--- config.mk ---
export PLATFORM = sky130hd
export DESIGN_NAME = hsk_port
export DESIGN_NICKNAME = d
export VERILOG_FILES = /design/src/rtl/hsk_port_pkg.sv /design/src/rtl/hsk_port_edge.sv /design/src/rtl/hsk_port_ctrl.sv /design/src/rtl/hsk_port_dp.sv /design/src/rtl/hsk_port.sv
export SDC_FILE = /design/constraint.sdc
export NUM_CORES = 1
export LEC_CHECK = 0
export BUFFER_PORTS_ARGS = -buffer_cell sky130_fd_sc_hd__buf_2
export CORE_MARGIN = 3
export CORE_UTILIZATION = 54
export DETAILED_ROUTE_END_ITERATION = 8
export GPL_TIMING_DRIVEN = 1
export PLACE_DENSITY = 0.84
export RECOVER_POWER = 25
export SLEW_MARGIN = 20
export SYNTH_ARGS = -nofsm -noshare
export SYNTH_HDL_FRONTEND = slang
export SYNTH_HIERARCHICAL = 1
export SYNTH_SLANG_ARGS = --single-unit
--- constraint.sdc ---
create_clock -name clk -period 2.45 [get_ports clk]
set_clock_uncertainty 0.15 [all_clocks]
set_input_delay 0.245 -clock clk [delete_from_list [all_inputs] [get_ports clk]]
set_output_delay 0.245 -clock clk [all_outputs]
set_load 0.02 [all_outputs]
--- src/rtl/hsk_port_pkg.sv ---
`timescale 1ns/1ps
package hsk_port_pkg;

  // line-two operating modes; bit 2 marks the output modes
  typedef enum logic [2:0] {
    C2_IN_FALL  = 3'b000,
    C2_IRQ_FALL = 3'b001,
    C2_IN_RISE  = 3'b010,
    C2_IRQ_RISE = 3'b011,
    C2_HSHAKE   = 3'b100,
    C2_PULSE    = 3'b101,
    C2_LOW      = 3'b110,
    C2_HIGH     = 3'b111
  } c2Mode_e;

  // control field: bit 4 latch enable, bits 3:1 line-two mode, bit 0 line-one polarity
  typedef struct packed {
    logic    latchEn;
    c2Mode_e c2Mode;
    logic    c1Rise;
  } portCfg_t;

  localparam int CFG_W = $bits(portCfg_t);

  typedef enum logic [1:0] {
    SEL_DATA  = 2'd0,
    SEL_DIR   = 2'd1,
    SEL_ALIAS = 2'd2,
    SEL_CFG   = 2'd3
  } portSel_e;

  // strobes from control to datapath
  typedef struct packed {
    logic wrData;
    logic wrDir;
    logic capture;
  } dpStrobe_t;

endpackage

--- src/rtl/hsk_port_edge.sv ---
`timescale 1ns/1ps
module hsk_port_edge (
  input  logic clk,
  input  logic rstN,
  input  logic lineIn,
  input  logic riseSel,
  input  logic enable,
  output logic hit
);

  logic prevQ;

  always_ff @(posedge clk or negedge rstN) begin
    if (!rstN) prevQ <= 1'b0;
    else       prevQ <= lineIn;
  end

  always_comb begin
    if (!enable)      hit = 1'b0;
    else if (riseSel) hit = lineIn & ~prevQ;
    else              hit = ~lineIn & prevQ;
  end

endmodule

--- src/rtl/hsk_port_ctrl.sv ---
`timescale 1ns/1ps
module hsk_port_ctrl
  import hsk_port_pkg::*;
(
  input  logic             clk,
  input  logic             rstN,
  input  logic             selValid,
  input  logic             selWrite,
  input  logic [1:0]       selAddr,
  input  logic [CFG_W-1:0] wrCfg,
  input  logic             c1In,
  input  logic             c2In,
  input  logic [1:0]       flagClr,
  output portCfg_t         cfg,
  output dpStrobe_t        strobe,
  output logic             c2Out,
  output logic             c2Oe,
  output logic             c1Flag,
  output logic             c2Flag,
  output logic             c1Set,
  output logic             c2Set
);

  logic hsAccess, aliasAccess, cfgWr;
  logic c1Hit, c2Hit;
  logic c2IsInput, c2Indep;
  logic c2HsQ;

  assign hsAccess    = selValid && (selAddr == SEL_DATA);
  assign aliasAccess = selValid && (selAddr == SEL_ALIAS);
  assign cfgWr       = selValid && selWrite && (selAddr == SEL_CFG);

  assign c2IsInput = ~cfg.c2Mode[2];
  assign c2Indep   = c2IsInput & cfg.c2Mode[0];

  hsk_port_edge u_c1Edge (
    .clk     (clk),
    .rstN    (rstN),
    .lineIn  (c1In),
    .riseSel (cfg.c1Rise),
    .enable  (1'b1),
    .hit     (c1Hit)
  );

  hsk_port_edge u_c2Edge (
    .clk     (clk),
    .rstN    (rstN),
    .lineIn  (c2In),
    .riseSel (cfg.c2Mode[1]),
    .enable  (c2IsInput),
    .hit     (c2Hit)
  );

  // control register
  always_ff @(posedge clk or negedge rstN) begin
    if (!rstN)      cfg <= '0;
    else if (cfgWr) cfg <= portCfg_t'(wrCfg);
  end

  // flags and set pulses; a set beats a clear
  always_ff @(posedge clk or negedge rstN) begin
    if (!rstN) begin
      c1Flag <= 1'b0;
      c2Flag <= 1'b0;
      c1Set  <= 1'b0;
      c2Set  <= 1'b0;
    end else begin
      c1Set <= c1Hit;
      c2Set <= c2Hit;
      if (c1Hit)                        c1Flag <= 1'b1;
      else if (hsAccess || flagClr[0])  c1Flag <= 1'b0;
      if (c2Hit)                        c2Flag <= 1'b1;
      else if (flagClr[1] || (hsAccess && c2IsInput && !c2Indep))
                                        c2Flag <= 1'b0;
    end
  end

  // line-two handshake / strobe state
  always_ff @(posedge clk or negedge rstN) begin
    if (!rstN) c2HsQ <= 1'b1;
    else begin
      unique case (cfg.c2Mode)
        C2_HSHAKE: begin
          if (hsAccess)   c2HsQ <= 1'b0;
          else if (c1Hit) c2HsQ <= 1'b1;
        end
        C2_PULSE: c2HsQ <= ~hsAccess;
        default:  c2HsQ <= 1'b1;
      endcase
    end
  end

  always_comb begin
    unique case (cfg.c2Mode)
      C2_LOW:  c2Out = 1'b0;
      C2_HIGH: c2Out = 1'b1;
      default: c2Out = c2HsQ;
    endcase
  end

  assign c2Oe = cfg.c2Mode[2];

  always_comb begin
    strobe.wrData  = selValid && selWrite &&
                     ((selAddr == SEL_DATA) || (selAddr == SEL_ALIAS));
    strobe.wrDir   = selValid && selWrite && (selAddr == SEL_DIR);
    strobe.capture = c1Hit && cfg.latchEn;
  end

  AST_C1_FLAG_SET: assert property (@(posedge clk) disable iff (!rstN)
    c1Hit |=> (c1Flag && c1Set));

  AST_HS_ASSERT: assert property (@(posedge clk) disable iff (!rstN)
    (cfg.c2Mode == C2_HSHAKE && hsAccess) |=> !c2Out);

  AST_PULSE_RELEASE: assert property (@(posedge clk) disable iff (!rstN)
    (cfg.c2Mode == C2_PULSE && !hsAccess && !cfgWr) |=> c2Out);

  AST_ALIAS_QUIET: assert property (@(posedge clk) disable iff (!rstN)
    (cfg.c2Mode == C2_HSHAKE && aliasAccess && c2Out) |=> c2Out);

  AST_INDEP_KEEP: assert property (@(posedge clk) disable iff (!rstN)
    (c2Indep && hsAccess && !flagClr[1] && !c2Hit) |=> $stable(c2Flag));

endmodule

--- src/rtl/hsk_port_dp.sv ---
`timescale 1ns/1ps
module hsk_port_dp
  import hsk_port_pkg::*;
#(
  parameter int WIDTH = 8
) (
  input  logic             clk,
  input  logic             rstN,
  input  dpStrobe_t        strobe,
  input  portCfg_t         cfg,
  input  logic             selValid,
  input  logic [1:0]       selAddr,
  input  logic [WIDTH-1:0] wrData,
  input  logic [WIDTH-1:0] pinIn,
  output logic [WIDTH-1:0] pinOut,
  output logic [WIDTH-1:0] pinOe,
  output logic [WIDTH-1:0] rdData
);

  localparam int PAD = WIDTH - CFG_W;

  logic [WIDTH-1:0] outQ, dirQ, latQ, portView;

  always_ff @(posedge clk or negedge rstN) begin
    if (!rstN) begin
      outQ <= '0;
      dirQ <= '0;
      latQ <= '0;
    end else begin
      if (strobe.wrData)  outQ <= wrData;
      if (strobe.wrDir)   dirQ <= wrData;
      if (strobe.capture) latQ <= pinIn;
    end
  end

  for (genvar i = 0; i < WIDTH; i++) begin : g_bit
    assign portView[i] = dirQ[i] ? outQ[i] : (cfg.latchEn ? latQ[i] : pinIn[i]);
  end

  always_comb begin
    rdData = '0;
    if (selValid) begin
      unique case (selAddr)
        SEL_DATA, SEL_ALIAS: rdData = portView;
        SEL_DIR:             rdData = dirQ;
        default:             rdData = {{PAD{1'b0}}, cfg};
      endcase
    end
  end

  assign pinOut = outQ;
  assign pinOe  = dirQ;

  AST_OUT_LOAD: assert property (@(posedge clk) disable iff (!rstN)
    strobe.wrData |=> (pinOut == $past(wrData)));

  AST_LATCH_CAPTURE: assert property (@(posedge clk) disable iff (!rstN)
    strobe.capture |=> (latQ == $past(pinIn)));

endmodule

--- src/rtl/hsk_port.sv ---
`timescale 1ns/1ps
module hsk_port
  import hsk_port_pkg::*;
#(
  parameter int WIDTH = 8
) (
  input  logic             clk,
  input  logic             rstN,
  input  logic             selValid,
  input  logic             selWrite,
  input  logic [1:0]       selAddr,
  input  logic [WIDTH-1:0] wrData,
  output logic [WIDTH-1:0] rdData,
  input  logic [WIDTH-1:0] pinIn,
  output logic [WIDTH-1:0] pinOut,
  output logic [WIDTH-1:0] pinOe,
  input  logic             c1In,
  input  logic             c2In,
  output logic             c2Out,
  output logic             c2Oe,
  input  logic [1:0]       flagClr,
  output logic             c1Flag,
  output logic             c2Flag,
  output logic             c1Set,
  output logic             c2Set
);

  portCfg_t  cfg;
  dpStrobe_t strobe;

  hsk_port_ctrl u_ctrl (
    .clk      (clk),
    .rstN     (rstN),
    .selValid (selValid),
    .selWrite (selWrite),
    .selAddr  (selAddr),
    .wrCfg    (wrData[CFG_W-1:0]),
    .c1In     (c1In),
    .c2In     (c2In),
    .flagClr  (flagClr),
    .cfg      (cfg),
    .strobe   (strobe),
    .c2Out    (c2Out),
    .c2Oe     (c2Oe),
    .c1Flag   (c1Flag),
    .c2Flag   (c2Flag),
    .c1Set    (c1Set),
    .c2Set    (c2Set)
  );

  hsk_port_dp #(.WIDTH(WIDTH)) u_dp (
    .clk      (clk),
    .rstN     (rstN),
    .strobe   (strobe),
    .cfg      (cfg),
    .selValid (selValid),
    .selAddr  (selAddr),
    .wrData   (wrData),
    .pinIn    (pinIn),
    .pinOut   (pinOut),
    .pinOe    (pinOe),
    .rdData   (rdData)
  );

endmodule

==> results of run 1 <==
state kept, by name (all words and copies together), names as in the netlist:
register and cells:
u_ctrl/c1Flag 1, u_ctrl/c1Set 1, u_ctrl/c2Flag 1, u_ctrl/c2HsQ 1, u_ctrl/c2Oe 1, u_ctrl/c2Set 1, u_ctrl/cfg 4, u_ctrl/u_c1Edge/prevQ 1
u_ctrl/u_c2Edge/prevQ 1, u_dp/latQ 8, u_dp/pinOe 8, u_dp/pinOut 8
cell usage after synthesis:
master / count / area [um2]
sky130_fd_sc_hd__and2_1: 1 / 6.26
sky130_fd_sc_hd__o21ai_0: 1 / 5.00
sky130_fd_sc_hd__nand2_1: 8 / 30.0
sky130_fd_sc_hd__nand4_2: 1 / 12.5
sky130_fd_sc_hd__mux2_2: 30 / 338
sky130_fd_sc_hd__nor2b_1: 11 / 68.8
sky130_fd_sc_hd__nand4b_1: 2 / 17.5
sky130_fd_sc_hd__buf_1: 1 / 3.75
sky130_fd_sc_hd__nand2b_1: 3 / 18.8
sky130_fd_sc_hd__buf_4: 1 / 7.51
sky130_fd_sc_hd__nand4bb_1: 2 / 22.5
sky130_fd_sc_hd__clkbuf_1: 1 / 3.75
sky130_fd_sc_hd__dfstp_2: 1 / 26.3
sky130_fd_sc_hd__buf_2: 3 / 15.0
sky130_fd_sc_hd__inv_1: 1 / 3.75
sky130_fd_sc_hd__o32ai_1: 8 / 70.1
sky130_fd_sc_hd__nor3b_1: 2 / 15.0
sky130_fd_sc_hd__conb_1: 1 / 3.75
sky130_fd_sc_hd__dfrtp_1: 35 / 876
sky130_fd_sc_hd__o21bai_1: 1 / 7.51
sky130_fd_sc_hd__nor3_1: 2 / 10.0
sky130_fd_sc_hd__mux2i_1: 5 / 50.1
sky130_fd_sc_hd__a2bb2oi_1: 1 / 8.76
sky130_fd_sc_hd__nor2_1: 1 / 3.75
sky130_fd_sc_hd__a211oi_1: 8 / 60.1
sky130_fd_sc_hd__and2b_2: 7 / 61.3
sky130_fd_sc_hd__buf_6: 1 / 11.3
worst max path at each step:
stage | start | to | cells past startpoint
2_1_floorplan | u_ctrl/cfg[4] | rdData[6] | 4
3_3_place_gp | u_ctrl/cfg[4] | rdData[0] | 4
3_5_place_dp | u_ctrl/cfg[4] | rdData[0] | 4
4_1_cts | u_ctrl/cfg[4] | rdData[0] | 4
5_1_grt | u_ctrl/cfg[4] | rdData[7] | 4
6_report | u_ctrl/cfg[4] | rdData[5] | 4
area by class of cell:
cell class                 count  area [um2]
fill                         217         764
clock inverter                 2        35.0
timing repair buffer          76         469
multi-input combinational     96         807
clock buffer                   6        41.3
inverter                       1        3.75
sequential                    36         902
tap                           44        55.1
stage by stage:
step / setup WS [ns] / hold slack, ns
floorplan: 0.706 / -0.201
global placement: 0.663 / 0.211
detailed placement: 0.616 / 0.223
CTS: 0.210 / 0.00320
global route: 0.0286 / 0.0119
finish: 0.150 / 0.0214
routing by layer:
layer	wire (um)	track usage (%)
met2	2170	39.8
met1	1850	27.9
met4	54	12.4
met5	0	0
met3	250	4.32
kinds of logic after synthesis:
logic type             Yosys count  share of synthesized area, %
AND/OR/NAND/NOR                 40                          15.2
AO/OA/AOI/OAI                   19                          8.62
flip-flops                      36                          51.4
buffers and inverters            8                          2.56
multiplexers                    35                          22.1
other                            1                         0.213
power by group through the flow:
stage | combinational, mW | clock (mW) | sequential [mW]
3_5_place_dp | 0.554 | 0 | 0.884
4_1_cts | 0.578 | 0.422 | 0.872
3_3_place_gp | 0.535 | 0 | 0.870
2_1_floorplan | 0.315 | 0 | 0.931
6_report | 0.581 | 0.414 | 0.876
5_1_grt | 0.626 | 0.443 | 0.898
==> run summary, run 1 <==
====================================================================================================
Gate count after technology mapping                                                              139
Synth Cell Area                                                                             1760 um2
Final wirelength                                                                             4320 um
Total non-filler cell area in the finished layout                                           2310 um2
Max stage delay on crit path                                                                 0.69 ns
Number of violations reported at the end of detailed-routing iteration 0                          55
Share of layout cells above drive strength 1                                                   45.2%
Commonest non-fill, non-tap cells in the layout                                         50 x sky130_fd_sc_hd__buf_2, 35 x sky130_fd_sc_hd__dfrtp_1, 30 x sky130_fd_sc_hd__mux2_2
Maximum number of pins on one net before global-route repair                                      37
Post-layout instance count excluding filler cells                                                261
Clock network fraction of design power                                                         22.1%
Ordered cell list for the critical path                                                 and2b_2 -> a211oi_1 -> o32ai_1 -> buf_2
Max frequency                                                                              0.435 GHz
Depth of the most critical reg-to-reg path                                                         2
Total negative setup slack                                                                      0 ns
Synth warn                                                                                         6
Share of total power in sequential cells                                                       46.8%
Clock-pin slew reported for the worst setup and hold paths after clock tree synthesis        0.12 ns
Min-Delay Path Class                                                                    input pin to flip-flop
Wire length of the first global-routing pass                                                 7020 um
Starting density of the core                                                                   57.1%
Critical path endpoint category                                                          output port
Port bufs                                                                                         55
Drt pass-1 iters                                                                                   4
Post-DR wirelength/cell                                                                      16.6 um
Sequential cell area fraction in the yosys report                                              51.4%
Total Die Area                                                                              3970 um2
Internal power contribution                                                                  1.25 mW
Minimum setup slack among reg-to-reg paths                                                   0.65 ns
Buffers inserted during post-CTS setup optimization                                                0
Number of endpoints with negative hold slack in the final report                                   0
Die extent in x                                                                              63.0 um
Root buffer cell                                                                        sky130_fd_sc_hd__clkbuf_4
Startpoint of the worst-slack reg-to-reg timing path                                    u_ctrl/cfg[4]
CTS Buf Count                                                                                      5
Critical-path maximum fanout                                                                      19
Crit path DAT                                                                                1.91 ns
Antenna violations before repair                                                                   0
Transition at the pin with the smallest max-transition slack                                0.909 ns
Cell area after placement                                                                   2070 um2
Overall power consumption                                                                    1.87 mW
Fin. max-slew vios                                                                                 0
Routed Antenna Nets                                                                                0
Global-route usage over all layers                                                             23.4%
FP Rows                                                                                           20
Signed area change from the synthesized netlist to the final layout                            31.7%
Min Tclk post-route                                                                          2.30 ns
Buffer and inverter count on the worst path                                                        1
Maximum number of buffers from clock root to sink                                                  2
Antenna diodes                                                                                     0
Switching power summed over all nets                                                        0.626 mW
Io pins                                                                                           56
Vert. Die Dim                                                                                63.0 um
H-tree depth                                                                                       2
Utilization of the core after routing                                                          75.2%
Total vias in the final route                                                                   1417
Number of vias per cell after detailed routing                                                  5.43
Category of the most critical setup path                                                flip-flop to output port
Logic pwr share                                                                                31.0%
Nets@finish                                                                                      242
Count of distinct cell types in the synthesized netlist                                           27
TritonCTS clock tree                                                                            done
DRC violations left                                                                                0
Required time of the critical path                                                           2.06 ns
Count of state elements after synthesis                                                           36
Number of max-capacitance violations reported                                                      0
Final HPWL from detailed placement                                                           2860 um
Slew HR                                                                                        39.4%
Period utilization                                                                             93.9%
Final setup viols                                                                                  0
Total instance count after detailed placement                                                    235
Hold Crit Depth                                                                                    2
Largest delay share family, worst path                                                    flip-flops
Static Leak                                                                                  1.07 nW
Worst min-delay path startpoint                                                             pinIn[4]
Number of resized instances in the post-cts repair step                                            0
Vias in the first global route                                                                  1453
Most common library cell in the layout ignoring fill and taps                           sky130_fd_sc_hd__buf_2
Hold endpoint                                                                           u_dp/latQ[4]
Startpoint types                                                                           flip-flop
Switching Fraction                                                                             33.4%
Number of clock sinks                                                                             36
Mean area per synthesized cell                                                              12.6 um2
Destination of the worst register-to-register timing path                               u_dp/latQ[5]
RSZ-0062 raised after global routing                                                           false
Cell Pwr Density                                                                          809 nW/um2
CP max stage cell                                                                       sky130_fd_sc_hd__dfrtp_1
Core outline area                                                                           3080 um2
Clock insertion delay at the later pin of the skew report                                    0.35 ns
Grt total ovfl                                                                                     0
Routability congestion estimate from global placement                                          0.802
Worst-case vdd ir drop                                                                      0.643 mV
Run status                                                                              complete, no violations
Quantity of hold-fixing buffers added after cts                                                   18
====================================================================================================
Power figures use the tool's default switching activity.
==> run 2, diff against run 1 <==
--- a/config.mk
+++ b/config.mk
@@ -5,13 +5,14 @@
 export SDC_FILE = /design/constraint.sdc
 export NUM_CORES = 1
 export LEC_CHECK = 0
-export BUFFER_PORTS_ARGS = -buffer_cell sky130_fd_sc_hd__buf_2
+export BUFFER_PORTS_ARGS = -buffer_cell sky130_fd_sc_hd__buf_4
 export CORE_MARGIN = 3
-export CORE_UTILIZATION = 54
+export CORE_UTILIZATION = 50
 export DETAILED_ROUTE_END_ITERATION = 8
 export GPL_TIMING_DRIVEN = 1
-export PLACE_DENSITY = 0.84
+export PLACE_DENSITY = 0.79
 export RECOVER_POWER = 25
+export REMOVE_ABC_BUFFERS = 1
 export SLEW_MARGIN = 20
 export SYNTH_ARGS = -nofsm -noshare
 export SYNTH_HDL_FRONTEND = slang
==> constraint.sdc (replaced) <==
create_clock -name clk -period 2.5 [get_ports clk]
set_clock_uncertainty 0.15 [all_clocks]
set_input_delay 0.25 -clock clk [delete_from_list [all_inputs] [get_ports clk]]
set_output_delay 0.25 -clock clk [all_outputs]
set_load 0.02 [all_outputs]
==> run summary, run 2 (same netlist as run 1, synthesis figures left out) <==
====================================================================================================
Cell Pwr Density                                                                          762 nW/um2   was 809 nW/um2
Number of fillers in the final layout                                                            231   was 217
Startpoint of the worst-slack reg-to-reg timing path                                    u_ctrl/cfg[0]   was u_ctrl/cfg[4]
Minimum setup slack among reg-to-reg paths                                                   0.69 ns   was 0.65 ns
Clock insertion delay at the later pin of the skew report                                    0.33 ns   was 0.35 ns
Final wirelength                                                                             4240 um   was 4320 um
Port bufs                                                                                         55   unchanged
Fin. max-slew vios                                                                                 0   unchanged
Run status                                                                              complete, no violations   unchanged
Critical path endpoint category                                                          output port   unchanged
Post-DR wirelength/cell                                                                      16.6 um   about the same
Number of vias per cell after detailed routing                                                  5.49   was 5.43
Routability congestion estimate from global placement                                          0.770   was 0.802
Routed Antenna Nets                                                                                0   unchanged
Vias in the first global route                                                                  1392   was 1453
Final HPWL from detailed placement                                                           2980 um   was 2860 um
Vert. Die Dim                                                                                65.3 um   was 63.0 um
Critical-path maximum fanout                                                                      19   unchanged
FP Rows                                                                                           20   unchanged
Clock network fraction of design power                                                         19.3%   was 22.1%
Number of violations reported at the end of detailed-routing iteration 0                          74   was 55
Post-placement worst setup slack                                                            0.650 ns   was 0.616 ns
Min-Delay Path Class                                                                    input pin to flip-flop   unchanged
Antenna diodes                                                                                     0   unchanged
Total negative setup slack                                                                      0 ns   unchanged
Root buffer cell                                                                        sky130_fd_sc_hd__clkbuf_4   unchanged
Crit path DAT                                                                                1.83 ns   was 1.91 ns
Post-layout instance count excluding filler cells                                                256   was 261
Depth of the most critical reg-to-reg path                                                         4   was 2
Number of max-capacitance violations reported                                                      0   unchanged
CP max stage cell                                                                       sky130_fd_sc_hd__dfrtp_1   unchanged
Antenna violations before repair                                                                   0   unchanged
Max frequency                                                                              0.448 GHz
Total instance count after detailed placement                                                    235   unchanged
Share of total power in sequential cells                                                       47.0%   was 46.8%
Starting density of the core                                                                   54.8%   was 57.1%
Min Tclk post-route                                                                          2.23 ns
Drt pass-1 iters                                                                                   4   unchanged
Startpoint types                                                                           flip-flop   unchanged
Number of clock sinks                                                                             36   unchanged
RSZ-0062 raised after global routing                                                           false   unchanged
Max stage delay on crit path                                                                 0.68 ns   was 0.69 ns
Worst-case vdd ir drop                                                                      0.528 mV   was 0.643 mV
Buffers inserted during post-CTS setup optimization                                                0   unchanged
Nets@finish                                                                                      237   was 242
Overall power consumption                                                                    1.83 mW   was 1.87 mW
Number of endpoints with negative hold slack in the final report                                   0   unchanged
Maximum number of pins on one net before global-route repair                                      37   unchanged
Static Leak                                                                                  1.09 nW   was 1.07 nW
Io pins                                                                                           56   unchanged
CP endpoint                                                                                rdData[3]   was rdData[5]
Switching Fraction                                                                             32.6%   was 33.4%
Grt total ovfl                                                                                     0   unchanged
Total non-filler cell area in the finished layout                                           2400 um2   was 2310 um2
H-tree depth                                                                                       2   unchanged
DRC violations left                                                                                0   unchanged
Period utilization                                                                             89.3%
Signed area change from the synthesized netlist to the final layout                            36.5%   was 31.7%
Share of layout cells above drive strength 1                                                   48.1%   was 45.2%
Destination of the worst register-to-register timing path                               u_dp/latQ[5]   unchanged
Total Die Area                                                                              4260 um2   was 3970 um2
CP Launch Point                                                                         u_ctrl/cfg[4]   unchanged
Die extent in x                                                                              65.3 um   was 63.0 um
Internal power contribution                                                                  1.23 mW   was 1.25 mW
Most common library cell in the layout ignoring fill and taps                           sky130_fd_sc_hd__buf_4   was sky130_fd_sc_hd__buf_2
Core outline area                                                                           3200 um2   was 3080 um2
Required time of the critical path                                                           2.10 ns   was 2.06 ns
Category of the most critical setup path                                                flip-flop to output port   unchanged
Cell area after placement                                                                   2210 um2   was 2070 um2
Global-route usage over all layers                                                             20.7%   was 23.4%
Maximum number of buffers from clock root to sink                                                  2   unchanged
Transition at the pin with the smallest max-transition slack                                0.862 ns   was 0.909 ns
Wire length of the first global-routing pass                                                 6580 um   was 7020 um
TritonCTS clock tree                                                                            done   unchanged
Minimum setup slack in the final design                                                     0.267 ns   was 0.150 ns
CTS Buf Count                                                                                      5   unchanged
Total vias in the final route                                                                   1406   was 1417
Slew HR                                                                                        42.6%   was 39.4%
Logic pwr share                                                                                33.7%   was 31.0%
Switching power summed over all nets                                                        0.596 mW   was 0.626 mW
Clock-pin slew reported for the worst setup and hold paths after clock tree synthesis        0.10 ns   was 0.12 ns
Ordered cell list for the critical path                                                 and2b_2 -> a211oi_1 -> o32ai_1 -> buf_4   was and2b_2 -> a211oi_1 -> o32ai_1 -> buf_2
Final setup viols                                                                                  0   unchanged
Commonest non-fill, non-tap cells in the layout                                         55 x sky130_fd_sc_hd__buf_4, 35 x sky130_fd_sc_hd__dfrtp_1, 30 x sky130_fd_sc_hd__mux2_2   was 50 x sky130_fd_sc_hd__buf_2, 35 x sky130_fd_sc_hd__dfrtp_1, 30 x sky130_fd_sc_hd__mux2_2
====================================================================================================
==> run 2: changes by cell type in the layout (fill, tap and decap cells not counted), moves of 2 or more <==
cell	previous run	this run
sky130_fd_sc_hd__buf_4	2	55
sky130_fd_sc_hd__buf_2	50	0
sky130_fd_sc_hd__dlygate4sd3_1	18	13
sky130_fd_sc_hd__clkbuf_1	6	3
sky130_fd_sc_hd__clkbuf_8	0	2
==> run 2: layout make-up <==
cell class                      instances  area (um2)  share of cell area [%]
Multi-Input combinational cell         96         813                    33.9
Clock buffer                            8        68.8                    2.87
Sequential cell                        36         902                    37.6
Inverter                                1        3.75                   0.156
Timing Repair Buffer                   71         556                    23.2
Tap cell                               44        55.1                    2.30
==> run 2: worst min-delay path by stage <==
| stage | from | to | cells after the start |
|---|---|---|---|
| after global routing | pinIn[7] | u_dp/latQ[7] | 2 |
| after detailed placement | rstN | u_dp/pinOut[0] | 1 |
| final | pinIn[7] | u_dp/latQ[7] | 2 |
| after CTS | wrData[5] | u_dp/pinOe[5] | 2 |
| after floorplan | rstN | u_ctrl/c1Flag | 0 |
| after global placement | rstN | u_ctrl/u_c1Edge/prevQ | 1 |
==> run 2: repair_timing <==
action | 4_1_cts | 5_1_grt
resized for setup | 0 | 0
endpoints found under the hold margin | 41 | 9
hold buffers | 6 | 7
==> run 2: power groups by stage <==
stage	combinational, mW	sequential, mW	clock, mW
CTS	0.612	0.857	0.356
global placement	0.587	0.854	0
floorplan	0.287	0.918	0
finish	0.615	0.859	0.353
global route	0.659	0.882	0.393
detailed placement	0.603	0.870	0
==> run 2: critical path: cells and delay by family (launching register included) <==
family,cells,cell delay [ns]
AND/OR/NAND/NOR,1,0.28
flip-flops,1,0.68
buffers and inverters,1,0.18
AO/OA/AOI/OAI,2,0.37
==> run 2: metrics by stage <==
step | hold WS (ns) | utilization [%]
2_1_floorplan | -0.196 | -
3_3_place_gp | 0.0727 | 69.0
3_5_place_dp | 0.0790 | 69.0
4_1_cts | 0.000175 | 73.0
5_1_grt | 0.000131 | 74.9
6_report | 0.00878 | 74.9
==> run 2: per-layer routing <==
metal | track usage [%] | wire length, um | vias up
met5 | 0 | 0 | -
met4 | 8.55 | 67 | 0
met3 | 4.27 | 203 | 9
met2 | 35.8 | 2210 | 48
met1 | 24.9 | 1760 | 698
li1 | - | - | 651
==> run 3, diff against run 2 <==
--- a/config.mk
+++ b/config.mk
@@ -5,12 +5,13 @@
 export SDC_FILE = /design/constraint.sdc
 export NUM_CORES = 1
 export LEC_CHECK = 0
+export ABC_AREA = 1
 export BUFFER_PORTS_ARGS = -buffer_cell sky130_fd_sc_hd__buf_4
 export CORE_MARGIN = 3
 export CORE_UTILIZATION = 50
 export DETAILED_ROUTE_END_ITERATION = 8
 export GPL_TIMING_DRIVEN = 1
-export PLACE_DENSITY = 0.79
+export PLACE_DENSITY = 0.89
 export RECOVER_POWER = 25
 export REMOVE_ABC_BUFFERS = 1
 export SLEW_MARGIN = 20
==> run summary, run 3 <==
====================================================================================================
Routability congestion estimate from global placement                                          0.879   was 0.770
CP Launch Point                                                                         u_ctrl/cfg[4]   unchanged
Sequential cell area fraction in the yosys report                                              49.4%   was 51.4%
Synth Cell Area                                                                             1830 um2   was 1760 um2
Maximum number of pins on one net before global-route repair                                      37   unchanged
Total vias in the final route                                                                   1794   was 1406
Commonest non-fill, non-tap cells in the layout                                         69 x sky130_fd_sc_hd__nand2_1, 54 x sky130_fd_sc_hd__buf_4, 36 x sky130_fd_sc_hd__inv_1   was 55 x sky130_fd_sc_hd__buf_4, 35 x sky130_fd_sc_hd__dfrtp_1, 30 x sky130_fd_sc_hd__mux2_2
Cell Pwr Density                                                                          732 nW/um2   was 762 nW/um2
FP Rows                                                                                           21   was 20
Cell type contributing the most total cell area after synthesis                         sky130_fd_sc_hd__dfrtp_1   unchanged
Synth warn                                                                                         6   unchanged
Slew HR                                                                                        43.1%   was 42.6%
Io pins                                                                                           56   unchanged
Post-DR wirelength/cell                                                                      12.5 um   was 16.6 um
Clock network fraction of design power                                                         21.5%   was 19.3%
Startpoint of the worst-slack reg-to-reg timing path                                    u_ctrl/u_c1Edge/prevQ   was u_ctrl/cfg[0]
Drt pass-1 iters                                                                                   4   unchanged
Internal power contribution                                                                  1.21 mW   was 1.23 mW
Min Tclk post-route                                                                          2.02 ns   was 2.23 ns
Share of total power in sequential cells                                                       44.9%   was 47.0%
Share of synthesized flip-flops with an asynchronous set or reset                               100%   unchanged
Top cell types by occurrence after synthesis                                            69 x sky130_fd_sc_hd__nand2_1, 36 x sky130_fd_sc_hd__inv_1, 35 x sky130_fd_sc_hd__dfrtp_1, 24 x sky130_fd_sc_hd__o21ai_0, 19 x sky130_fd_sc_hd__nand3_1   was 35 x sky130_fd_sc_hd__dfrtp_1, 30 x sky130_fd_sc_hd__mux2_2, 11 x sky130_fd_sc_hd__nor2b_1
Max frequency                                                                              0.496 GHz   was 0.448 GHz
Startpoint types                                                                           flip-flop   unchanged
Antenna diodes                                                                                     0   unchanged
Top cell type's share of synthesized area                                                      47.9%   was 49.9%
Number of resized instances in the post-cts repair step                                            0   unchanged
Die extent in x                                                                              66.4 um   was 65.3 um
Most common library cell in the layout ignoring fill and taps                           sky130_fd_sc_hd__nand2_1   was sky130_fd_sc_hd__buf_4
Wire length of the first global-routing pass                                                 7450 um   was 6580 um
Final setup viols                                                                                  0   unchanged
Number of endpoints with negative hold slack in the final report                                   0   unchanged
Vert. Die Dim                                                                                66.4 um   was 65.3 um
Critical path endpoint category                                                          output port   unchanged
Number of violations reported at the end of detailed-routing iteration 0                         135   was 74
Number of vias per cell after detailed routing                                                  4.97   was 5.49
Switching power summed over all nets                                                        0.642 mW   was 0.596 mW
Global-route usage over all layers                                                             22.2%   was 20.7%
Static Leak                                                                                  1.32 nW   was 1.09 nW
Transition at the pin with the smallest max-transition slack                                0.853 ns   was 0.862 ns
Antenna violations before repair                                                                   0   unchanged
Logic pwr share                                                                                33.6%   was 33.7%
Footprint of the multi-input gates                                                           731 um2   was 813 um2
Number of clock sinks                                                                             36   unchanged
Final HPWL from detailed placement                                                           3150 um   was 2980 um
Number of fillers in the final layout                                                            256   was 231
Core outline area                                                                           3420 um2   was 3200 um2
Main area contributors after synthesis                                                  sky130_fd_sc_hd__dfrtp_1 48%, sky130_fd_sc_hd__nand2_1 14%, sky130_fd_sc_hd__inv_1 7.4%   was sky130_fd_sc_hd__dfrtp_1 50%, sky130_fd_sc_hd__mux2_2 19%, sky130_fd_sc_hd__o32ai_1 4.0%
Critical-path maximum fanout                                                                      11   was 19
RSZ-0062 raised after global routing                                                           false   unchanged
Minimum setup slack among reg-to-reg paths                                                   0.74 ns   was 0.69 ns
Port bufs                                                                                         55   unchanged
Depth of the most critical reg-to-reg path                                                         6   was 4
Final wirelength                                                                             4510 um   was 4240 um
TritonCTS clock tree                                                                            done   unchanged
Run status                                                                              complete, no violations   unchanged
Worst min-delay path startpoint                                                             pinIn[1]   was pinIn[7]
DRC violations left                                                                                0   unchanged
Total Die Area                                                                              4410 um2   was 4260 um2
CTS Buf Count                                                                                      5   unchanged
Nets@finish                                                                                      340   was 237
Hold Crit Depth                                                                                    2   unchanged
Number of flops mapped to enable cells by yosys                                                    0   unchanged
Total negative setup slack                                                                      0 ns   unchanged
Number of max-capacitance violations reported                                                      0   unchanged
Signed area change from the synthesized netlist to the final layout                            38.8%   was 36.5%
Mean area per synthesized cell                                                              7.71 um2   was 12.6 um2
Most repeated cell in the gate-level netlist after synthesis                            sky130_fd_sc_hd__nand2_1   was sky130_fd_sc_hd__dfrtp_1
Starting density of the core                                                                   53.5%   was 54.8%
Category of the most critical setup path                                                flip-flop to output port   unchanged
Crit path DAT                                                                                1.62 ns   was 1.83 ns
Maximum number of buffers from clock root to sink                                                  2   unchanged
Fin. max-slew vios                                                                                 0   unchanged
Root buffer cell                                                                        sky130_fd_sc_hd__clkbuf_4   unchanged
Min-Delay Path Class                                                                    input pin to flip-flop   unchanged
Register area                                                                                902 um2   unchanged
Count of distinct cell types in the synthesized netlist                                           19   was 27
Top_reg_cell synth                                                                      sky130_fd_sc_hd__dfrtp_1   unchanged
Clock-pin slew reported for the worst setup and hold paths after clock tree synthesis        0.10 ns   about the same
Worst-case vdd ir drop                                                                      0.627 mV   was 0.528 mV
Buffers inserted during post-CTS setup optimization                                                0   unchanged
Required time of the critical path                                                           2.10 ns   about the same
Clock insertion delay at the later pin of the skew report                                    0.33 ns   about the same
Gate count after technology mapping                                                              237   was 139
Period utilization                                                                             80.7%   was 89.3%
Routed Antenna Nets                                                                                0   unchanged
Hold endpoint                                                                           u_dp/latQ[1]   was u_dp/latQ[7]
Switching Fraction                                                                             34.6%   was 32.6%
Share of layout cells above drive strength 1                                                   24.4%   was 48.1%
Destination of the worst register-to-register timing path                               u_dp/latQ[1]   was u_dp/latQ[5]
Grt total ovfl                                                                                     0   unchanged
Vias in the first global route                                                                  1659   was 1392
Count of state elements after synthesis                                                           36   unchanged
H-tree depth                                                                                       2   unchanged
Worst hold margin                                                                          0.0183 ns   was 0.00878 ns
====================================================================================================
## run 3: cell types whose count changed in the layout (fill, tap and decap cells not counted), sizes merged, moves of 8 or more
cell,delta
a21oi,+11
inv,+37
nor2,+18
o21ai,+26
nand2,+62
a211oi,-8
nand3,+19
mux2,-22
o32ai,-8
nor2b,-11
## run 3: what timing repair did
item / CTS / global route
hold buffers: 18 / 2
endpoints found under the hold margin: 60 / 2
setup endpoints to repair: 0 / 0
## run 3: cell type report
class                   instances  area share, %
well taps                      46           2.27
clock inverters                 2           1.38
multi-input cells             156           28.8
inverters                      38           5.63
clock buffers                   6           1.63
repair buffers                 77           24.7
flip-flops and latches         36           35.6
## run 3: logic make-up after synthesis
family / Yosys count / share of synthesized area, %
compound gates: 38 / 10.4
buf+inv: 45 / 10.6
flops: 36 / 49.4
mux: 8 / 4.93
other cells: 1 / 0.205
simple gates: 109 / 24.5
## run 3: per-stage QoR
step	power, mW	worst slack (ns)	instance area [um2]	instances	util (%)
2_1_floorplan	1.17	0.835	1780	230	-
3_3_place_gp	1.42	0.801	2260	333	66.2
3_5_place_dp	1.43	0.754	2260	333	66.2
4_1_cts	1.85	0.514	2520	359	73.7
5_1_grt	1.97	0.429	2530	361	74.2
6_report	1.86	0.482	2530	361	74.2
## run 3: worst max path at each step
stage / to / slack (ns) / cells past startpoint
finish: rdData[0] / 0.48 / 6
global placement: u_dp/latQ[3] / 0.80 / 9
floorplan: u_dp/pinOe[0] / 0.84 / 3
detailed placement: u_dp/latQ[2] / 0.75 / 9
CTS: rdData[0] / 0.51 / 6
global route: u_dp/latQ[1] / 0.43 / 10
## run 3: routing by layer
| layer | routed length [um] | track usage, % |
|---|---|---|
| met5 | 0 | 0 |
| met2 | 2190 | 35.8 |
| met4 | 83 | 8.88 |
| met3 | 285 | 4.08 |
| met1 | 1950 | 29.4 |
## run 3: critical path, stage by stage (launching register included)
cell and delay (ns):
sky130_fd_sc_hd__dfrtp_1 0.50, sky130_fd_sc_hd__inv_2 0.20, sky130_fd_sc_hd__nand2_1 0.08, sky130_fd_sc_hd__nand3_1 0.08
sky130_fd_sc_hd__nand2_1 0.05, sky130_fd_sc_hd__a21oi_1 0.19, sky130_fd_sc_hd__buf_4 0.18
## run 3: power by group through the flow
stage	Clock (mW)	Sequential (mW)	Combinational (mW)
after floorplan	0	0.901	0.270
after global placement	0	0.835	0.582
after detailed placement	0	0.839	0.595
after CTS	0.406	0.829	0.619
after global routing	0.432	0.850	0.687
final	0.399	0.833	0.624
